--- src/rtl/mtim_pkg.sv ---
package mtim_pkg;
  localparam int unsigned OFF_MATCH0 = 32'h00;
  localparam int unsigned OFF_COUNT  = 32'h10;
  localparam int unsigned OFF_STATUS = 32'h14;
  localparam int unsigned OFF_WDARM  = 32'h18;
  localparam int unsigned OFF_INTEN  = 32'h1C;

  typedef enum logic [2:0] {
    SEL_NONE,
    SEL_MATCH,
    SEL_COUNT,
    SEL_STATUS,
    SEL_WDARM,
    SEL_INTEN
  } reg_sel_e;
endpackage

--- src/rtl/mtim_counter.sv ---
module mtim_counter #(
  parameter int CW = 32
) (
  input  logic          clk,
  input  logic          rst_n,
  input  logic          tick_en,
  input  logic          ld,
  input  logic [CW-1:0] ld_val,
  output logic          inc,
  output logic [CW-1:0] cnt_nxt,
  output logic [CW-1:0] cnt
);
  logic [CW-1:0] cnt_n;

  always_comb begin
    inc     = tick_en && !ld;
    cnt_nxt = cnt + CW'(1);
    cnt_n   = cnt;
    if (ld)
      cnt_n = ld_val;
    else if (tick_en)
      cnt_n = cnt_nxt;
  end

  always_ff @(posedge clk or negedge rst_n) begin
    if (!rst_n)
      cnt <= '0;
    else
      cnt <= cnt_n;
  end

  // a tick without a load advances by one (wraps naturally)
  a_r2_step: assert property (@(posedge clk) disable iff (!rst_n)
    (tick_en && !ld) |=> cnt == $past(cnt) + CW'(1));
  // no tick and no load holds the value
  a_r2_hold: assert property (@(posedge clk) disable iff (!rst_n)
    (!tick_en && !ld) |=> $stable(cnt));
  // a load wins over a tick
  a_r3_load: assert property (@(posedge clk) disable iff (!rst_n)
    ld |=> cnt == $past(ld_val));
endmodule

--- src/rtl/mtim_channel.sv ---
module mtim_channel #(
  parameter int CW = 32
) (
  input  logic          clk,
  input  logic          rst_n,
  input  logic          wr_match,
  input  logic [CW-1:0] wdata,
  input  logic          inc,
  input  logic [CW-1:0] cnt_nxt,
  input  logic          ien_bit,
  input  logic          clr_bit,
  output logic          hit,
  output logic [CW-1:0] match_q,
  output logic          flag
);
  logic [CW-1:0] match_n;
  logic          flag_n;

  always_comb begin
    hit     = inc && (cnt_nxt == match_q);
    match_n = wr_match ? wdata : match_q;
    // set has priority over a same-cycle clear
    flag_n  = (flag && !clr_bit) || (hit && ien_bit);
  end

  always_ff @(posedge clk or negedge rst_n) begin
    if (!rst_n) begin
      match_q <= '0;
      flag    <= 1'b0;
    end else begin
      match_q <= match_n;
      flag    <= flag_n;
    end
  end

  // a flag only rises through an enabled match
  a_r4_gated: assert property (@(posedge clk) disable iff (!rst_n)
    $rose(flag) |-> $past(ien_bit && hit));
  // a flag only falls through a status clear-write
  a_r5_clear_src: assert property (@(posedge clk) disable iff (!rst_n)
    $fell(flag) |-> $past(clr_bit));
  // an enabled match always leaves the flag set
  a_r6_set_wins: assert property (@(posedge clk) disable iff (!rst_n)
    (hit && ien_bit) |=> flag);
endmodule

--- src/rtl/mtim_regs.sv ---
module mtim_regs
  import mtim_pkg::*;
#(
  parameter int CW    = 32,
  parameter int NCH   = 4,
  parameter int AW    = 8,
  parameter int IEN_W = 12
) (
  input  logic                    clk,
  input  logic                    rst_n,
  input  logic                    sel,
  input  logic                    we,
  input  logic [AW-1:0]           addr,
  input  logic [CW-1:0]           wdata,
  input  logic [CW-1:0]           cnt,
  input  logic [NCH-1:0][CW-1:0]  match_q,
  input  logic [NCH-1:0]          flags,
  input  logic                    hit_wd,
  output logic                    ld,
  output logic [CW-1:0]           ld_val,
  output logic [NCH-1:0]          wr_match,
  output logic [NCH-1:0]          stat_clr,
  output logic [IEN_W-1:0]        ien,
  output logic [CW-1:0]           rdata,
  output logic                    err,
  output logic                    rst_req
);
  localparam int IW = (NCH > 1) ? $clog2(NCH) : 1;

  reg_sel_e       rsel;
  logic [IW-1:0]  midx;
  logic [IEN_W-1:0] ien_n;
  logic           wdarm, wdarm_n;
  logic [CW-1:0]  rdata_n;
  logic           err_n, rst_req_n;
  logic           wr, rd;

  // address decode
  always_comb begin
    rsel = SEL_NONE;
    midx = '0;
    for (int i = 0; i < NCH; i++) begin
      if (addr == AW'(OFF_MATCH0 + 4 * i)) begin
        rsel = SEL_MATCH;
        midx = IW'(i);
      end
    end
    if (addr == AW'(OFF_COUNT))  rsel = SEL_COUNT;
    if (addr == AW'(OFF_STATUS)) rsel = SEL_STATUS;
    if (addr == AW'(OFF_WDARM))  rsel = SEL_WDARM;
    if (addr == AW'(OFF_INTEN))  rsel = SEL_INTEN;
  end

  always_comb begin
    wr       = sel && we;
    rd       = sel && !we;
    ld       = wr && (rsel == SEL_COUNT);
    ld_val   = wdata;
    wr_match = '0;
    if (wr && rsel == SEL_MATCH)
      wr_match[midx] = 1'b1;
    stat_clr = (wr && rsel == SEL_STATUS) ? wdata[NCH-1:0] : '0;

    ien_n = ien;
    if (wr && rsel == SEL_INTEN)
      ien_n = wdata[IEN_W-1:0];

    wdarm_n = wdarm;
    if (wr && rsel == SEL_WDARM)
      wdarm_n = wdata[0];
    rst_req_n = hit_wd && wdarm;
    if (rst_req_n)
      wdarm_n = 1'b0;

    rdata_n = rdata;
    err_n   = 1'b0;
    if (rd) begin
      unique case (rsel)
        SEL_MATCH:  rdata_n = match_q[midx];
        SEL_COUNT:  rdata_n = cnt;
        SEL_STATUS: rdata_n = CW'(flags);
        SEL_WDARM:  rdata_n = CW'(wdarm);
        SEL_INTEN:  rdata_n = CW'(ien);
        default: begin
          rdata_n = '0;
          err_n   = 1'b1;
        end
      endcase
    end
  end

  always_ff @(posedge clk or negedge rst_n) begin
    if (!rst_n) begin
      ien     <= '0;
      wdarm   <= 1'b0;
      rdata   <= '0;
      err     <= 1'b0;
      rst_req <= 1'b0;
    end else begin
      ien     <= ien_n;
      wdarm   <= wdarm_n;
      rdata   <= rdata_n;
      err     <= err_n;
      rst_req <= rst_req_n;
    end
  end

  // the request is a single-cycle pulse
  a_r7_one_pulse: assert property (@(posedge clk) disable iff (!rst_n)
    rst_req |=> !rst_req);
  // the arm bit is clear once the request is out
  a_r7_disarm: assert property (@(posedge clk) disable iff (!rst_n)
    rst_req |-> !wdarm);
  // an error response carries zero data
  a_r10_err_zero: assert property (@(posedge clk) disable iff (!rst_n)
    err |-> rdata == '0);
  // read data only changes in answer to a read request
  a_r9_rdata_src: assert property (@(posedge clk) disable iff (!rst_n)
    !$past(rd) |-> $stable(rdata));
endmodule

--- src/rtl/match_timer.sv ---
module match_timer #(
  parameter int CW    = 32,
  parameter int NCH   = 4,
  parameter int AW    = 8,
  parameter int IEN_W = 12
) (
  input  logic           clk,
  input  logic           rst_n,
  input  logic           tick_en,
  input  logic           bus_sel,
  input  logic           bus_we,
  input  logic [AW-1:0]  bus_addr,
  input  logic [CW-1:0]  bus_wdata,
  output logic [CW-1:0]  bus_rdata,
  output logic           bus_err,
  output logic [NCH-1:0] irq,
  output logic           rst_req
);
  localparam int WD_CH = NCH - 1;

  logic                   inc, ld;
  logic [CW-1:0]          cnt, cnt_nxt, ld_val;
  logic [NCH-1:0][CW-1:0] match_q;
  logic [NCH-1:0]         flags, hits, wr_match, stat_clr;
  logic [IEN_W-1:0]       ien;

  mtim_counter #(.CW(CW)) u_cnt (
    .clk(clk), .rst_n(rst_n), .tick_en(tick_en), .ld(ld), .ld_val(ld_val),
    .inc(inc), .cnt_nxt(cnt_nxt), .cnt(cnt)
  );

  for (genvar g = 0; g < NCH; g++) begin : g_ch
    mtim_channel #(.CW(CW)) u_ch (
      .clk(clk), .rst_n(rst_n), .wr_match(wr_match[g]), .wdata(bus_wdata),
      .inc(inc), .cnt_nxt(cnt_nxt), .ien_bit(ien[g]), .clr_bit(stat_clr[g]),
      .hit(hits[g]), .match_q(match_q[g]), .flag(flags[g])
    );
  end

  mtim_regs #(.CW(CW), .NCH(NCH), .AW(AW), .IEN_W(IEN_W)) u_regs (
    .clk(clk), .rst_n(rst_n), .sel(bus_sel), .we(bus_we), .addr(bus_addr),
    .wdata(bus_wdata), .cnt(cnt), .match_q(match_q), .flags(flags),
    .hit_wd(hits[WD_CH]), .ld(ld), .ld_val(ld_val), .wr_match(wr_match),
    .stat_clr(stat_clr), .ien(ien), .rdata(bus_rdata), .err(bus_err),
    .rst_req(rst_req)
  );

  assign irq = flags;

  // outputs are quiet in the first cycle after reset release
  a_r1_quiet: assert property (@(posedge clk) disable iff (!rst_n)
    $rose(rst_n) |-> (irq == '0 && !rst_req));
endmodule

--- config.mk ---
export PLATFORM = sky130hd
export DESIGN_NAME = match_timer
export DESIGN_NICKNAME = d
export VERILOG_FILES = /design/src/rtl/mtim_pkg.sv /design/src/rtl/mtim_counter.sv /design/src/rtl/mtim_channel.sv /design/src/rtl/mtim_regs.sv /design/src/rtl/match_timer.sv
export SDC_FILE = /design/constraint.sdc
export NUM_CORES = 1
export LEC_CHECK = 0
export CAP_MARGIN = 20
export CORE_ASPECT_RATIO = 0.8
export CORE_UTILIZATION = 30
export DETAILED_ROUTE_END_ITERATION = 16
export GPL_ROUTABILITY_DRIVEN = 0
export HOLD_SLACK_MARGIN = 0.03
export PLACE_DENSITY_LB_ADDON = 0.08
export REMOVE_ABC_BUFFERS = 1
export SLEW_MARGIN = 20
export SYNTH_ARGS = -nofsm -noshare
export SYNTH_HDL_FRONTEND = slang
export SYNTH_SLANG_ARGS = --single-unit
--- constraint.sdc ---
create_clock -name clk -period 4.7 [get_ports clk]
set_input_delay 0.47 -clock clk [delete_from_list [all_inputs] [get_ports clk]]
set_output_delay 0.47 -clock clk [all_outputs]
set_load 0.02 [all_outputs]
==> summary.md <==
| Metric | Value |
|---|---|
| Status | complete, no violations |
| Hold Fails Final Rpt | 0 |
| Final Setup Violations | 0 |
| Sequential share of the synthesized area | 0.401 |
| CTS Root Cell | clkbuf_16 |
| Initial antenna violation count | 0 |
| Number of DRC markers in iteration 0 | 826 |
| Max Cap Viol | 0 |
| VDD IR-drop max | 0.000224 V |
| Worst Skew | 0.0309 ns |
| Worst Tran Pin Value | 0.954 ns |
| Max Root-Sink Buffers | 3 |
| Overall die height | 189 um |
| Syn. warnings | 0 |
| N_diodes | 0 |
| Max frequency | 242 MHz |
| Most frequent cells in the layout | dfrtp_1 (211), mux2_2 (140), xnor2_1 (100) |
| Layout cells sized above 1 | 0.213 |
| Slew Viols, Final | 0 |
| Top Ports | 83 |
| Num CTS Buffers | 26 |
| Synth Instances | 1253 |
| Htree depth | 1 |
| Chip Width | 236 um |
| Type of origin of the critical path | register |
| Clock transition at path regs | 0.06 ns |
| Power density over cell area | 343 nW/um^2 |
| Crit path capture type | register |
| #FFs+latches synth | 211 |
| RSZ-0062 raised after global routing | no |
| Met1 global-route usage | 0.347 |
| DRC viols | 0 |
| Crit path DAT | 4.57 ns |
| Clock latency on the worst-skew pair | 0.57 ns |
| Wire per inst | 25.9 um |
| Antenna-violating nets left | 0 |
| Number of global-route vias before repair | 10255 |
| GR Util met3 | 0.0312 |
| Area share of the largest cell type after synthesis | 0.401 |
| TritonCTS clock tree | yes |
| HPWL Detailed | 35900 um |
| Initial Utilization | 0.304 |
| Fin Setup TNS | 0 ns |
| Crit-path max FO | 11 |
| Ys flop type | dfrtp_1 |
| Syn Area/Cell | 10.5 um^2 |
| Total GRT Usage | 0.221 |
| Largest area contributor in the netlist | dfrtp_1 |
| Top post-synthesis cells by area | dfrtp_1 (40%), mux2_2 (12%), xnor2_1 (6.7%), mux4_2 (5.7%), xor2_1 (4.4%) |
| First drt pass iteration count | 5 |
| Die Footprint | 44700 um^2 |
| Sink Count | 211 |
| IO buf count | 82 |
| Period utilisation layout | 0.879 |
| Cell area after synthesis | 13200 um^2 |
| R2R depth | 9 |
| Fin crit period | 4.13 ns |
| WS Path Type | register to register |
| WL final | 48800 um |
| Commonest non-fill, non-tap cell in the layout | dfrtp_1 |
| Area Overhead vs Synth | 17.9% |
| Final Util | 0.359 |
| Relative slew slack | 0.358 |
| Global-route wire length before repair | 73400 um |
| WP data required | 5.14 ns |
| Layer with the highest usage | met1 |
| Leakage Power | 6.47 nW |
| Post-synth EDFFs | 0 |
| Core Footprint | 43200 um^2 |
| Row count | 68 |
| Drt via density | 5.51 |
| Synth unique cells | 75 |
| Met2 Resource Use GR | 0.320 |
| Largest net degree at the start of global routing | 110 |
| NumNets Final | 1354 |
| Share of async-settable or async-resettable flops after synthesis | 1.00 |
| Vias | 10406 |
| Hold WC Path Type | primary input to async pin |
| Overflow after GRT | 0 |
-- sequential cells by signal, summed over array words and instances (netlist names) --
register and flops:
g_ch.u_ch.flag 4, g_ch.u_ch.match_q 128, u_cnt.cnt 32, u_regs.err 1
u_regs.ien 12, u_regs.rdata 32, u_regs.rst_req 1, u_regs.wdarm 1
-- cells in the mapped netlist, drive strengths merged, types with 5 or more instances --
| library cell | instances |
|---|---|
| xnor3 | 7 |
| a211oi | 7 |
| o311ai | 5 |
| xnor2 | 100 |
| and3 | 20 |
| o21ai | 65 |
| and4 | 8 |
| and2 | 5 |
| a22o | 8 |
| mux2 | 140 |
| inv | 16 |
| clkbuf | 61 |
| nand4 | 36 |
| or4 | 8 |
| a22oi | 21 |
| mux2i | 8 |
| nor2b | 7 |
| dfrtp | 211 |
| nor4 | 25 |
| buf | 36 |
| nand3b | 7 |
| nand2b | 10 |
| nand2 | 81 |
| o211ai | 10 |
| a21oi | 51 |
| nor2 | 69 |
| nand3 | 36 |
| or3 | 10 |
| xor2 | 66 |
| nor3 | 19 |
| mux4 | 33 |
-- logic make-up after synthesis --
group | after synthesis | synth area share
AND/OR/NAND/NOR | 355 | 0.149
AO/OA/AOI/OAI | 219 | 0.108
flip-flops | 211 | 0.401
multiplexers | 181 | 0.182
XOR/XNOR | 173 | 0.123
buffers and inverters | 113 | 0.0358
adder cells (fa/ha/maj) | 1 | 0.000951
-- final cells by class --
class                      count  area (um^2)
multi-input combinational    929         7420
inverter                      16         60.1
clock buffer                  36          758
sequential                   211         5280
clock inverter                11          144
tap                          560          701
timing repair buffer         124         1150
fill                        4395        27700
-- layer usage --
metal	wire [um]	vias up
met5	0	-
met4	811	0
met3	2540	49
met2	20400	312
met1	25100	5328
li1	-	4717
-- where the power goes --
group	total [mW]	internal (mW)	switching (mW)
logic	1.11	0.435	0.672
registers	2.07	1.90	0.176
clock network	2.14	1.29	0.852
-- per-stage QoR --
step	power, mW	worst slack [ns]	cell area [um^2]	hold slack (ns)	cells
3_5_place_dp	3.20	0.727	14600	0.441	1839
6_report	5.32	0.567	15500	0.425	1887
2_1_floorplan	2.71	0.381	12700	0.174	1156
3_3_place_gp	3.21	0.874	14600	0.435	1839
4_1_cts	5.38	0.699	15500	0.425	1887
5_1_grt	5.56	0.439	15500	0.452	1887
-- worst max-delay path, cell delays in order (launching register included) --
cell	delay (ns)
dfrtp_1	0.61
ha_1	0.40
nand3_1	0.40
nor4_4	0.67
nand3_1	0.48
xnor2_1	0.27
o211ai_1	0.09
or4b_1	0.51
nor4_1	0.45
nor2_1	0.10
-- final timing paths --
kind | start | to | slack, ns
max in group asynchronous | rst_n | g_ch[1].u_ch.match_q[22] | 3.20
min in group clk | u_regs.rdata[29] | u_regs.rdata[29] | 0.48
worst max-delay path | u_cnt.cnt[0] | u_regs.wdarm | 0.57
worst min register to register | u_regs.rdata[29] | u_regs.rdata[29] | 0.48
worst max register to register | u_cnt.cnt[0] | u_regs.wdarm | 0.57
worst min-delay path | rst_n | u_regs.err | 0.42
-- repair_timing --
action                    CTS  global route
hold endpoints to repair   54             0
gates resized for setup     0             0
setup buffers               0             0
hold buffers                1             0
Note: power is estimated with default switching activity, not from simulation.
